--- src/rtl/lwb_pkg.sv ---
package lwb_pkg;

    // Which source supplies one byte lane of a read response.
    typedef enum logic [1:0] {
        LANE_FROM_ARRAY = 2'd0,
        LANE_FROM_OLDER = 2'd1,
        LANE_FROM_NEWER = 2'd2
    } lane_src_e;

    // The newer pending burst overrides the older one; the array is the fallback.
    function automatic lane_src_e pick_src(input logic older_take, input logic newer_take);
        lane_src_e src;
        if (newer_take)      src = LANE_FROM_NEWER;
        else if (older_take) src = LANE_FROM_OLDER;
        else                 src = LANE_FROM_ARRAY;
        return src;
    endfunction

endpackage

--- src/rtl/lwb_slot_hit.sv ---
module lwb_slot_hit #(
    parameter int ADDR_W = 16,
    parameter int LANES  = 16
) (
    input  logic              slot_vld,
    input  logic [ADDR_W-1:0] slot_addr,
    input  logic [LANES-1:0]  slot_ben,
    input  logic [ADDR_W-1:0] probe_addr,
    output logic              hit,
    output logic [LANES-1:0]  take
);

    // A lane is forwarded only when the slot is live, the address matches
    // and the burst actually wrote that lane.
    always_comb begin
        hit  = slot_vld && (slot_addr == probe_addr);
        take = hit ? slot_ben : '0;
    end

endmodule

--- src/rtl/lwb_merge.sv ---
module lwb_merge #(
    parameter int LANES  = 16,
    parameter int BYTE_W = 8,
    localparam int DATA_W = LANES * BYTE_W
) (
    input  logic [DATA_W-1:0] array_data,
    input  logic [DATA_W-1:0] older_data,
    input  logic [DATA_W-1:0] newer_data,
    input  logic [LANES-1:0]  older_take,
    input  logic [LANES-1:0]  newer_take,
    output logic [DATA_W-1:0] merged
);
    import lwb_pkg::*;

    for (genvar l = 0; l < LANES; l++) begin : g_lane
        lane_src_e         src;
        logic [BYTE_W-1:0] lane_q;

        always_comb begin
            src = pick_src(older_take[l], newer_take[l]);
            case (src)
                LANE_FROM_NEWER: lane_q = newer_data[l*BYTE_W +: BYTE_W];
                LANE_FROM_OLDER: lane_q = older_data[l*BYTE_W +: BYTE_W];
                default:         lane_q = array_data[l*BYTE_W +: BYTE_W];
            endcase
        end

        assign merged[l*BYTE_W +: BYTE_W] = lane_q;
    end

endmodule

--- src/rtl/lwb_commit_sel.sv ---
module lwb_commit_sel (
    input  logic wr_go,
    input  logic flush,
    input  logic older_vld,
    input  logic newer_vld,
    output logic commit_older,
    output logic commit_newer
);

    // A write always pushes the older slot out if it holds a burst.
    // Without a write, flush drains the oldest live slot, one per cycle.
    always_comb begin
        commit_older = older_vld && (wr_go || flush);
        commit_newer = !wr_go && flush && !older_vld && newer_vld;
    end

endmodule

--- src/rtl/lwb_posting_buffer.sv ---
module lwb_posting_buffer #(
    parameter int ADDR_W     = 16,
    parameter int LANE_BYTES = 4,
    parameter int BEATS      = 4,
    parameter int BYTE_W     = 8,
    localparam int LANES  = BEATS * LANE_BYTES,
    localparam int DATA_W = LANES * BYTE_W
) (
    input  logic              clk,
    input  logic              rst_n,
    input  logic              wr_n,
    input  logic [ADDR_W-1:0] wr_addr,
    input  logic [DATA_W-1:0] wr_data,
    input  logic [LANES-1:0]  wr_be_n,
    input  logic              flush,
    input  logic              rd_req,
    input  logic [ADDR_W-1:0] rd_addr,
    output logic              rd_valid,
    output logic [DATA_W-1:0] rd_data,
    output logic              arr_rd_en,
    output logic [ADDR_W-1:0] arr_rd_addr,
    input  logic [DATA_W-1:0] arr_rd_data,
    output logic              arr_we,
    output logic [ADDR_W-1:0] arr_addr,
    output logic [DATA_W-1:0] arr_wdata,
    output logic [LANES-1:0]  arr_wbe
);

    typedef struct packed {
        logic              vld;
        logic [ADDR_W-1:0] addr;
        logic [DATA_W-1:0] data;
        logic [LANES-1:0]  ben;   // active high
    } slot_t;

    typedef struct packed {
        slot_t             older;
        slot_t             newer;
        logic              rd_vld;
        logic [DATA_W-1:0] snap_older;
        logic [DATA_W-1:0] snap_newer;
        logic [LANES-1:0]  take_older;
        logic [LANES-1:0]  take_newer;
    } state_t;

    state_t s_q, s_d;

    logic             wr_go;
    logic             commit_older, commit_newer;
    logic             hit_older, hit_newer;
    logic [LANES-1:0] take_older, take_newer;

    assign wr_go = !wr_n;

    lwb_commit_sel u_commit (
        .wr_go        (wr_go),
        .flush        (flush),
        .older_vld    (s_q.older.vld),
        .newer_vld    (s_q.newer.vld),
        .commit_older (commit_older),
        .commit_newer (commit_newer)
    );

    lwb_slot_hit #(.ADDR_W(ADDR_W), .LANES(LANES)) u_hit_older (
        .slot_vld   (s_q.older.vld),
        .slot_addr  (s_q.older.addr),
        .slot_ben   (s_q.older.ben),
        .probe_addr (rd_addr),
        .hit        (hit_older),
        .take       (take_older)
    );

    lwb_slot_hit #(.ADDR_W(ADDR_W), .LANES(LANES)) u_hit_newer (
        .slot_vld   (s_q.newer.vld),
        .slot_addr  (s_q.newer.addr),
        .slot_ben   (s_q.newer.ben),
        .probe_addr (rd_addr),
        .hit        (hit_newer),
        .take       (take_newer)
    );

    // Next-state: read snapshot is taken from the slots as they stand
    // before any write in the same cycle.
    always_comb begin
        s_d            = s_q;
        s_d.rd_vld     = rd_req;
        s_d.snap_older = s_q.older.data;
        s_d.snap_newer = s_q.newer.data;
        s_d.take_older = take_older;
        s_d.take_newer = take_newer;

        if (wr_go) begin
            s_d.older      = s_q.newer;
            s_d.newer.vld  = 1'b1;
            s_d.newer.addr = wr_addr;
            s_d.newer.data = wr_data;
            s_d.newer.ben  = ~wr_be_n;
        end else if (commit_older) begin
            s_d.older.vld = 1'b0;
        end else if (commit_newer) begin
            s_d.newer.vld = 1'b0;
        end

        // hit flags are folded into the take masks; keep them observable
        if (!hit_older) s_d.take_older = '0;
        if (!hit_newer) s_d.take_newer = '0;
    end

    always_ff @(posedge clk or negedge rst_n) begin
        if (!rst_n) s_q <= '0;
        else        s_q <= s_d;
    end

    // Array write port: driven in the cycle of the commit.
    always_comb begin
        arr_we    = commit_older || commit_newer;
        arr_addr  = commit_newer ? s_q.newer.addr : s_q.older.addr;
        arr_wdata = commit_newer ? s_q.newer.data : s_q.older.data;
        arr_wbe   = arr_we ? (commit_newer ? s_q.newer.ben : s_q.older.ben) : '0;
    end

    // Array read port passes straight through.
    assign arr_rd_en   = rd_req;
    assign arr_rd_addr = rd_addr;

    lwb_merge #(.LANES(LANES), .BYTE_W(BYTE_W)) u_merge (
        .array_data (arr_rd_data),
        .older_data (s_q.snap_older),
        .newer_data (s_q.snap_newer),
        .older_take (s_q.take_older),
        .newer_take (s_q.take_newer),
        .merged     (rd_data)
    );

    assign rd_valid = s_q.rd_vld;

endmodule

--- config.mk ---
export PLATFORM = sky130hd
export DESIGN_NAME = lwb_posting_buffer
export DESIGN_NICKNAME = d
export VERILOG_FILES = /design/src/rtl/lwb_pkg.sv /design/src/rtl/lwb_slot_hit.sv /design/src/rtl/lwb_merge.sv /design/src/rtl/lwb_commit_sel.sv /design/src/rtl/lwb_posting_buffer.sv
export SDC_FILE = /design/constraint.sdc
export NUM_CORES = 1
export LEC_CHECK = 0
export ABC_AREA = 1
export BUFFER_PORTS_ARGS = -buffer_cell sky130_fd_sc_hd__buf_2
export CORE_AREA = 2 2 241 243
export DETAILED_ROUTE_END_ITERATION = 7
export DIE_AREA = 0 0 243 245
export GPL_ROUTABILITY_DRIVEN = 0
export GPL_TIMING_DRIVEN = 0
export PLACE_DENSITY = 0.65
export SYNTH_ARGS = -nofsm -noshare
export SYNTH_HDL_FRONTEND = slang
export SYNTH_HIERARCHICAL = 1
export SYNTH_SLANG_ARGS = --single-unit
--- constraint.sdc ---
create_clock -name clk -period 2.47 [get_ports clk]
set_clock_uncertainty 0.15 [all_clocks]
set_input_delay 0 -clock clk [delete_from_list [all_inputs] [get_ports clk]]
set_output_delay 0 -clock clk [all_outputs]
set_load 0.01 [all_outputs]
==> key figures, run 1 <==
Route
  • Total Wirelength: 84800 um
  • Initial DRC Count: 1584
  • WL met3: 6570 um
  • Post-Route M1 WL: 33500 um
  • Vias per cell: 5.00
  • Met2 wire len: 41400 um
  • Avg WL per Cell: 18.7 um
  • Via count: 22700
  • Max Used Layer: met5
  • Post-route ant nets: 0
  • Drc violations: 0
  • First-pass DRT Iterations: 5

Floorplan
  • IO Pins: 616
  • Die Wd: 243 um
  • Die span in y: 245 um
  • Core Region: 57000 um2
  • Initial Utilization: 0.438
  • Die Area: 59500 um2
  • Rows: 88

Power
  • LEAKAGE: 17.7 nW
  • Sequential power share: 0.466
  • Power Total: 0.0246 W
  • Internal: 0.0180 W
  • Clock power share: 0.394
  • Comb pwr share: 0.140
  • NetSw: 0.00659 W
  • Maximum VDD drop: 0.547 mV
  • Sw frac: 0.268
  • Pwr Density: 718 nW/um2

Yosys
  • Synth Net Count: 3063
  • Cells after Synth: 2754
  • Cell variety after synth: 20
  • XOR/XNOR Fraction of Synth Area: 0.00210
  • Compound-Gate Fraction of Synth Area: 0.0940
  • Sequential fraction of the synthesis area: 0.612
  • Area leader, netlist: dfrtp_1
  • Largest family of logic cells by synthesized area: simple AND/OR/NAND/NOR gates
  • Post-Synth Simple-Gate Area: 0.206
  • Synth Register Bits: 611
  • Mapped Area: 25000 um2
  • Syn avg cell area: 9.07 um2
  • Synthesis warning total: 6
  • Synth top area cells: dfrtp_1 (61%), nand2_1 (13%), o21ai_0 (7.0%)
  • Mux cell area share after synthesis: 0
  • Area fraction of the dominant cell type after synthesis: 0.612
  • Synth Area in Adders: 0

Hold path
  • Min-Delay Path Class: input port to register

Global routing
  • Largest net degree at the start of global routing: 123
  • Vias in the first global route: 22400
  • GRT overflow: 0
  • First-pass GRT wire length: 128000 um
  • Gr usage total: 0.283
  • Antenna violations before repair: 17

Clocking
  • CTS tree: yes
  • Root Buffer: clkbuf_16
  • Max Root-Sink Buffers: 3
  • Clock latency on the worst-skew pair: 590 ps
  • TritonCTS buffer count: 66
  • Clk slew on worst S/H paths: 60 ps
  • Number of H-tree levels: 3
  • CTS Sinks: 611

Critical path
  • CP peak stage delay: 390 ps
  • Critical path's top delay family: buffers and inverters
  • CP required: 2320 ps
  • Critical-path top delay cell: dfrtp_1
  • CP Cell Sequence: inv_2 > nand2_1 > nor2_1 > buf_6 > inv_8 > bufbuf_16 > clkbuf_2 > o21ai_1 > buf_2
  • Worst Path Arrival: 2280 ps
  • Startpoint Class: register
  • Crit path buffers/inverters: 6
  • Setup CP Type: register to output port
  • Crit path max fanout: 10
  • Crit path capture type: output port

Place
  • I/O Buffers: 614
  • Sum of net half-perimeters after detailed placement: 58500 um
  • Placed instance area: 29100 um2

STA
  • Unrepaired setup endpoints after global routing: yes
  • Slew @ Worst Pin: 778 ps
  • Final worst-path cycle share: 0.983
  • Max-slew violations: 0
  • Fmax: 0.412 GHz
  • Crit path time final: 2430 ps
  • Final hold violations: 0
  • Slew headroom: 0.479
  • Final setup fails: 0

Cells and area
  • Most common cell after layout, fill and taps aside: nand2_1
  • Most frequent cells in the layout: nand2_1 (866), buf_2 (639), dfrtp_1 (611)
  • Share of layout cells above drive strength 1: 0.248
  • Core Util, Final: 0.601
  • Final nets: 4023
  • Area Growth Syn to Fin: 37.3%
  • Design area: 34300 um2

Flow run
  • MaxCap Viol Count: 0

Status
  • Status: finished clean
metal layers:
metal,global-route usage,vias up
li1,-,10600
met1,0.352,11000
met2,0.474,855
met3,0.0702,196
met4,0.115,20
met5,0,-
logic make-up (layout without fill, tap and decap cells):
| kind of cell | count (synthesis) | after routing |
|---|---|---|
| flip-flops | 611 | 611 |
| AO/OA/AOI/OAI | 468 | 468 |
| other | 0 | 5 |
| AND/OR/NAND/NOR | 1230 | 1230 |
| XOR/XNOR | 6 | 6 |
| buffers and inverters | 439 | 1446 |
tightest hold or removal path, cell delays in order:
cell and delay [ps]:
dlygate4sd3_1 520, buf_2 100, nand2_1 40, o21ai_0 60
final cells by class:
cell class              count  area (um2)
fillers                  4958       22800
clock inverters            26         230
clock buffers              89        1870
well taps                 765         957
inverters                 277        1050
diodes                      5        12.5
flip-flops and latches    611       15300
multi-input cells        1704        7600
plain buffers             160        1240
repair buffers            894        6030
power by group through the flow:
stage	Sequential, W	Clock, W	Combinational, W
after global placement	0.0116	0	0.00292
after CTS	0.0115	0.00984	0.00343
after detailed placement	0.0116	0	0.00297
final	0.0115	0.00969	0.00345
after floorplan	0.0115	0	0.00146
after global routing	0.0116	0.0103	0.00381
Yosys cell counts, drive strengths merged:
master  instances
a21oi          16
buf           115
clkbuf         47
dfrtp         611
inv           277
nand2         866
nand3         259
nor2          105
o211ai          2
o21ai         450
xnor2           4
xor2            2
state kept, by name (all words and copies together), names as in the netlist:
register and count:
rd_valid 1, s_q 354, s_d 256
per-stage QoR:
stage	TNS [ps]	std cells	setup slack [ps]	hold WS, ps
4_1_cts	-110	4525	-28.1	0.421
3_3_place_gp	-7034600	4133	-11500	-28.5
6_report	0	4531	43.1	26.4
5_1_grt	-134	4529	-32.1	28.4
3_5_place_dp	-60350	4138	-635	-35.0
2_1_floorplan	0	2754	577	-446
path summary, 6_finish.rpt:
| check | startpoint | endpoint | slack (ps) | cells after the start |
|---|---|---|---|---|
| min in group asynchronous | rst_n | s_d[61] | 360 | 3 |
| worst min register to register | s_d[152] | s_q[152] | 220 | 0 |
| worst max-delay path | s_q[610] | arr_wdata[99] | 40 | 9 |
| worst min-delay path | wr_data[97] | s_d[129] | 30 | 4 |
| max in group asynchronous | rst_n | s_q[114] | 310 | 5 |
| worst max register to register | s_q[449] | s_q[3] | 160 | 10 |
repair_timing:
action / in CTS / in global routing
hold endpoints to repair: 615 / 0
hold buffers: 267 / 0
gates cloned: 2 / 1
setup endpoints to repair: 181 / 189
buffers inserted: 5 / 0
resized for setup: 114 / 34
No activity file was read; power rests on OpenSTA's default activity.
==> run 2, diff against run 1 <==
- ABC_AREA: 1 -> unset
==> run 2 against run 1 <==
Net effect: the flow now finishes with violations (negative hold slack, negative setup slack); sequential power increased by 3%; sequential cell count unchanged; synthesized area increased by 0.45%; sequential share of layout area is 1.5 points lower; setup slack worse by 44 ps; hold slack got worse by 130 ps; largest power group unchanged; cell count decreased by 22%; utilization up 2.1 points; power increased by 7.6%; critical path depth shrank 3.
==> key figures, run 2 <==
Power
  • Maximum VDD drop: 0.534 mV (-2.4%)
  • Power Total: 0.0265 W (+7.6%)
  • Internal: 0.0199 W (+10%)
  • NetSw: 0.00662 W (+0.38%)
  • LEAKAGE: 15.8 nW (-11%)
  • Pwr Density: 746 nW/um2 (+4.0%)
  • Comb pwr share: 0.158 (+0.018)
  • Sequential power share: 0.449 (-0.017)
  • Clock power share: 0.393 (about the same)
  • Sw frac: 0.250 (-0.0179)

Yosys
  • Syn avg cell area: 14.5 um2 (+60%)
  • Area fraction of the dominant cell type after synthesis: 0.610 (-0.00272)
  • EDFF count, synth: 0 (unchanged)
  • Area leader, netlist: dfrtp_1
  • Sequential fraction of the synthesis area: 0.610 (-0.00272)
  • Commonest cells in the netlist: dfrtp_1 (611), mux2_2 (448), mux2i_1 (128), nand2_1 (128), o21ai_1 (128)
  • Synth top area cells: dfrtp_1 (61%), mux2_2 (20%), mux2i_1 (5.1%)
  • Cell variety after synth: 33 (+65%)
  • Synthesis warning total: 6 (unchanged)
  • Cells after Synth: 1729 (-37%)
  • Mapped Area: 25100 um2 (+0.45%)
  • Synth Register Bits: 611 (unchanged)
  • Count leader, synth: dfrtp_1
  • FFs w/ async S/R, synth: 1.00 (unchanged)
  • Synth Net Count: 2038 (-33%)
  • Most used DFF post-synth: dfrtp_1

Flow run
  • MaxCap Viol Count: 0 (unchanged)

Global routing
  • Antenna violations before repair: 18 (+1)
  • Gr usage total: 0.250 (-0.0323)
  • First-pass GRT wire length: 113000 um (-12%)
  • Vias in the first global route: 19100 (-15%)
  • Largest net degree at the start of global routing: 128 (+4.1%)
  • GRT overflow: 0 (unchanged)

Cells and area
  • Most frequent cells in the layout: dfrtp_1 (611), buf_2 (567), mux2_2 (400)
  • Most common cell after layout, fill and taps aside: dfrtp_1
  • Design area: 35500 um2 (+3.5%)
  • Max FFs per register: 354 (unchanged)
  • Core Util, Final: 0.622 (+0.0208)
  • Area Growth Syn to Fin: 41.4%
  • Register bank with the most flops: s_q
  • Fill cells: 4462 (-10%)
  • Share of layout cells above drive strength 1: 0.480 (+0.233)
  • Final nets: 3024 (-25%)

Route
  • Post-route ant nets: 0 (unchanged)
  • Via count: 17800 (-21%)
  • Vias per cell: 5.03 (+0.46%)
  • Initial DRC Count: 905 (-43%)
  • Total Wirelength: 76500 um (-9.8%)
  • Avg WL per Cell: 21.5 um (+15%)
  • Drc violations: 0 (unchanged)
  • First-pass DRT Iterations: 4 (-1)

Floorplan
  • Die Area: 59500 um2 (unchanged)
  • Die Wd: 243 um (unchanged)
  • IO Pins: 616 (unchanged)
  • Initial Utilization: 0.440 (+0.00195)
  • Core Region: 57000 um2 (unchanged)
  • Die span in y: 245 um (unchanged)
  • Rows: 88 (unchanged)

STA
  • Max-slew violations: 0 (unchanged)
  • Unrepaired setup endpoints after global routing: yes
  • Crit path time final: 2470 ps (+43.9 ps)
  • Slew @ Worst Pin: 856 ps (+78.0 ps)
  • Hold Slack: -108 ps (-135 ps)
  • Final worst-path cycle share: 1.00 (+0.0178)
  • Fmax: 0.405 GHz (-1.8%)
  • Post-route setup slack: -0.824 ps (-43.9 ps)
  • Final setup fails: 1 (+1)
  • Slew headroom: 0.429 (-0.0503)
  • Final hold violations: 107 (+107)

Clocking
  • CTS tree: yes
  • Clock latency on the worst-skew pair: 600 ps (about the same)
  • Number of H-tree levels: 3 (unchanged)
  • CTS Sinks: 611 (unchanged)
  • TritonCTS buffer count: 67 (+1.5%)
  • Root Buffer: clkbuf_16
  • Clk slew on worst S/H paths: 60 ps (about the same)
  • Max Root-Sink Buffers: 3 (unchanged)

Critical path
  • Startpoint Class: register
  • Crit path max fanout: 6 (-4)
  • Crit path capture type: output port
  • Worst Path Arrival: 2320 ps (+40 ps)
  • Setup CP Type: register to output port
  • CP required: 2320 ps (about the same)

Place
  • Placed instance area: 29200 um2 (+0.29%)
  • Sum of net half-perimeters after detailed placement: 52000 um (-11%)
  • Post-placement setup slack: -951 ps (-316 ps)
  • I/O Buffers: 614 (unchanged)

Status
  • Status: finished, violations left
  • Failing checks: negative hold slack, negative setup slack

Hold path
  • Min-Delay Path Class: input port to asynchronous set/reset pin
==> run 2: changes by cell type after synthesis, sizes merged, moves of 16 or more <==
cell | previous run | this run
nand3 | 259 | 0
and2 | 0 | 32
nor2 | 105 | 0
nand2 | 866 | 128
inv | 277 | 8
mux2i | 0 | 128
a22o | 0 | 16
clkbuf | 47 | 9
mux2 | 0 | 448
o21ai | 450 | 130
and4 | 0 | 32
xor2 | 2 | 18
nor2b | 0 | 20
==> run 2: cell type report <==
class	count	area, um2	area share
well taps	765	957	0.0270
multi-input cells	996	8940	0.252
clock buffers	103	2030	0.0574
plain buffers	112	1250	0.0352
diodes	17	42.5	0.00120
clock inverters	19	275	0.00776
flip-flops and latches	611	15300	0.431
inverters	8	30.0	0.000847
repair buffers	919	6650	0.188
==> run 2: power groups by stage <==
stage          sequential (W)  combinational [W]  clock, W
2_1_floorplan          0.0118            0.00185         0
3_3_place_gp           0.0120            0.00327         0
3_5_place_dp           0.0120            0.00334         0
4_1_cts                0.0119            0.00387    0.0106
5_1_grt                0.0120            0.00446    0.0111
6_report               0.0119            0.00417    0.0104
==> run 2: worst max-delay path, stage by stage (launching register included) <==
cell and delay [ps]:
dfrtp_1 390, and4bb_4 360, buf_4 150, buf_16 160, clkbuf_16 170, mux2_2 330
buf_2 160
==> run 2: path summary, 6_finish.rpt <==
check | from | endpoint | slack, ps | depth (start not counted)
worst max register to register | s_q[441] | s_q[8] | 160 | 7
worst max-delay path | s_q[610] | arr_wdata[33] | -0.8 | 6
worst min-delay path | rst_n | s_q[96] | -110 | 2
max in group asynchronous | rst_n | s_d[148] | 540 | 4
worst min register to register | s_d[214] | s_q[214] | 230 | 0
min in group clk | wr_data[55] | s_d[87] | 20 | 3
==> run 2: repair_timing <==
item | CTS | global route
cloned | 3 | 7
hold buffers | 281 | 1
pin swaps | 5 | 2
buffers inserted | 5 | 4
hold endpoints to repair | 394 | 7
setup endpoints to repair | 193 | 168
gates resized for setup | 58 | 132
==> run 2: cells by family (layout without fill, tap and decap cells) <==
group / count (synthesis) / in the layout / share of synthesized area
muxes: 576 / 576 / 0.252
other: 0 / 17 / 0
and+or+nand+nor: 223 / 223 / 0.0470
xor gates and xnor gates: 26 / 26 / 0.00908
AOI/OAI and AO/OA: 171 / 171 / 0.0387
DFF: 611 / 611 / 0.610
buffers and inverters: 122 / 1161 / 0.0433
==> run 2: routing by layer <==
metal	global-route usage	vias to the layer above	part of all wire	wire length (um)
li1	-	8075	-	-
met1	0.296	9072	0.39	29700
met2	0.439	564	0.52	39500
met3	0.0579	126	0.061	4640
met4	0.104	2	0.034	2570
met5	0	-	0.00014	11
==> run 2: metrics by stage <==
stage	instances	TNS [ps]	hold slack, ps
finish	3550	-0.824	-108
global route	3546	-1970	-3.63
CTS	3522	-6390	-58.4
detailed placement	3112	-33950	-22.1
global placement	3108	-6697150	-28.5
floorplan	1729	0	-446
==> run 3, diff against run 2 <==
--- a/config.mk
+++ b/config.mk
@@ -14,2 +14,3 @@
 export PLACE_DENSITY = 0.65
+export SETUP_SLACK_MARGIN = 0.4
 export SYNTH_ARGS = -nofsm -noshare
--- a/constraint.sdc
+++ b/constraint.sdc
@@ -4,2 +4,2 @@
 set_output_delay 0 -clock clk [all_outputs]
-set_load 0.01 [all_outputs]
+set_load 0.05 [all_outputs]
==> run 3 against run 2 <==
Net effect: the flow still finishes with violations (negative hold slack, negative setup slack); global-route usage grew 0.92 points; critical path depth grew 1; via count rose by 1.2%; sequential power about the same; cell count increased by 0.90%; routed wire length rose by 4.4%; first-iteration DRC count up 10%; clock-buffer cell count is the same; final area is 5.5% higher; non-clock buffer count increased by 36.
==> key figures, run 3 (same netlist as run 2, synthesis figures left out) <==
Power
  • Clock power share: 0.357 (-0.036)
  • Maximum VDD drop: 0.536 mV (+0.42%)
  • LEAKAGE: 16.7 nW (+5.4%)
  • NetSw: 0.00862 W (+30%)
  • Comb pwr share: 0.236 (+0.078)
  • Internal: 0.0206 W (+3.9%)
  • Sequential power share: 0.407 (-0.042)
  • Sw frac: 0.295 (+0.0447)
  • Pwr Density: 782 nW/um2 (+4.8%)

Floorplan
  • Initial Utilization: 0.440 (unchanged)
  • Die Wd: 243 um (unchanged)
  • Rows: 88 (unchanged)
  • Die Area: 59500 um2 (unchanged)
  • Die span in y: 245 um (unchanged)
  • Core Region: 57000 um2 (unchanged)
  • IO Pins: 616 (unchanged)

Global routing
  • Vias in the first global route: 19500 (+2.3%)
  • Gr usage total: 0.260 (+0.00920)
  • GRT overflow: 0 (unchanged)
  • Largest net degree at the start of global routing: 128 (unchanged)
  • First-pass GRT wire length: 117000 um (+3.6%)
  • Antenna violations before repair: 16 (-2)

Route
  • Post-route ant nets: 0 (unchanged)
  • Vias per cell: 5.04 (+0.34%)
  • First-pass DRT Iterations: 5 (+1)
  • Avg WL per Cell: 22.3 um (+3.5%)
  • Drc violations: 0 (unchanged)
  • Total Wirelength: 79800 um (+4.4%)
  • Initial DRC Count: 1000 (+10%)
  • Via count: 18100 (+1.2%)

Hold path
  • Min-Delay Path Class: input port to asynchronous set/reset pin

Clocking
  • CTS tree: yes
  • TritonCTS buffer count: 67 (unchanged)
  • Clock latency on the worst-skew pair: 600 ps (about the same)
  • Max Root-Sink Buffers: 3 (unchanged)
  • Hold buffers post-CTS: 281 (unchanged)
  • Number of H-tree levels: 3 (unchanged)
  • CTS Sinks: 611 (unchanged)
  • Root Buffer: clkbuf_16
  • Clk slew on worst S/H paths: 60 ps (about the same)

Critical path
  • Critical path's top delay family: buffers and inverters
  • Startpoint Class: register
  • Setup CP Type: register to output port
  • Worst Path Arrival: 2390 ps (+70 ps)
  • CP required: 2320 ps (about the same)
  • Crit path capture type: output port
  • Reg2reg setup slack: 340 ps (+180 ps)
  • Crit path max fanout: 6 (unchanged)
  • CP peak stage delay: 390 ps (about the same)
  • Critical-path top delay cell: dfrtp_1
  • CP Cell Sequence: and4bb_4 > buf_12 > buf_16 > buf_12 > buf_16 > mux2_4 > buf_8
  • Crit path buffers/inverters: 5 (+1)

STA
  • Hold Slack: -137 ps (-28.5 ps)
  • Final setup fails: 115 (+114)
  • Fmax: 0.393 GHz (-2.8%)
  • Setup TNS: -3860 ps (-3860 ps)
  • Post-route setup slack: -73.1 ps (-72.3 ps)
  • Slew headroom: 0.496 (+0.0667)
  • Crit path time final: 2540 ps (+72.3 ps)
  • Unrepaired setup endpoints after global routing: yes
  • Final worst-path cycle share: 1.03 (+0.0293)
  • Final hold violations: 114 (+6.5%)
  • Slew @ Worst Pin: 754 ps (-103 ps)
  • Max-slew violations: 0 (unchanged)

Status
  • Failing checks: negative hold slack, negative setup slack
  • Status: finished, violations left

Cells and area
  • Most frequent cells in the layout: dfrtp_1 (609), buf_2 (465), mux2_2 (345)
  • Most common cell after layout, fill and taps aside: dfrtp_1
  • Cell Count, Final, Fillers Out: 3582 (+0.90%)
  • Register bank with the most flops: s_q
  • Share of layout cells above drive strength 1: 0.498 (+0.0177)
  • Fill cells: 4178 (-6.4%)
  • Final nets: 3060 (+1.2%)
  • Max FFs per register: 354 (unchanged)
  • Area Growth Syn to Fin: 49.1%

Flow run
  • MaxCap Viol Count: 0 (unchanged)

Place
  • Sum of net half-perimeters after detailed placement: 52000 um (unchanged)
  • DP Cell Count: 3112 (unchanged)
  • I/O Buffers: 614 (unchanged)
run 3: layout make-up:
cell class / instances / area (um2) / share of cell area
clock inverter: 19 / 275 / 0.00736
buffer: 114 / 1370 / 0.0367
clock buffer: 103 / 2030 / 0.0544
inverter: 8 / 30.0 / 0.000803
multi-input combinational: 996 / 9260 / 0.248
sequential: 611 / 15300 / 0.409
timing repair buffer: 953 / 8150 / 0.218
tap: 765 / 957 / 0.0256
antenna: 13 / 32.5 / 0.000870
run 3: path summary, 6_finish.rpt:
path                             from            end  cells after the start
max                          s_q[610]  arr_wdata[70]                      7
min                             rst_n        s_d[97]                      2
max reg2reg                  s_q[441]         s_q[8]                      7
min reg2reg                  s_d[214]       s_q[214]                      0
max in group asynchronous       rst_n       s_q[276]                      4
min in group clk           wr_be_n[8]       s_q[297]                      3
run 3: timing repair:
item	in CTS	in global routing
pin swaps	12	11
endpoints found under the hold margin	394	114
gates resized for setup	502	164
buffers inserted	30	9
setup endpoints to repair	196	444
gates cloned	8	7
run 3: power by group through the flow:
| stage | Combinational [W] | Sequential, W | Clock [W] |
|---|---|---|---|
| 2_1_floorplan | 0.00363 | 0.0118 | 0 |
| 3_3_place_gp | 0.00503 | 0.0120 | 0 |
| 3_5_place_dp | 0.00510 | 0.0120 | 0 |
| 4_1_cts | 0.00657 | 0.0119 | 0.0106 |
| 5_1_grt | 0.00718 | 0.0121 | 0.0111 |
| 6_report | 0.00689 | 0.0119 | 0.0104 |
run 3: per-stage QoR:
step / instance area [um2] / setup WS (ps) / power [W] / util
after global routing: 37400 / -126 / 0.0303 / 0.656
after global placement: 29100 / -10960 / 0.0170 / 0.510
after detailed placement: 29200 / -951 / 0.0171 / 0.513
after CTS: 36600 / -91.4 / 0.0290 / 0.642
final: 37400 / -73.1 / 0.0292 / 0.656
after floorplan: 25100 / 476 / 0.0154 / -
run 3: routing by layer:
layer  GRT usage  wire length (um)
met1       0.305             31100
met2       0.455             41000
met3      0.0628              4720
met4       0.111              2950
met5           0                24
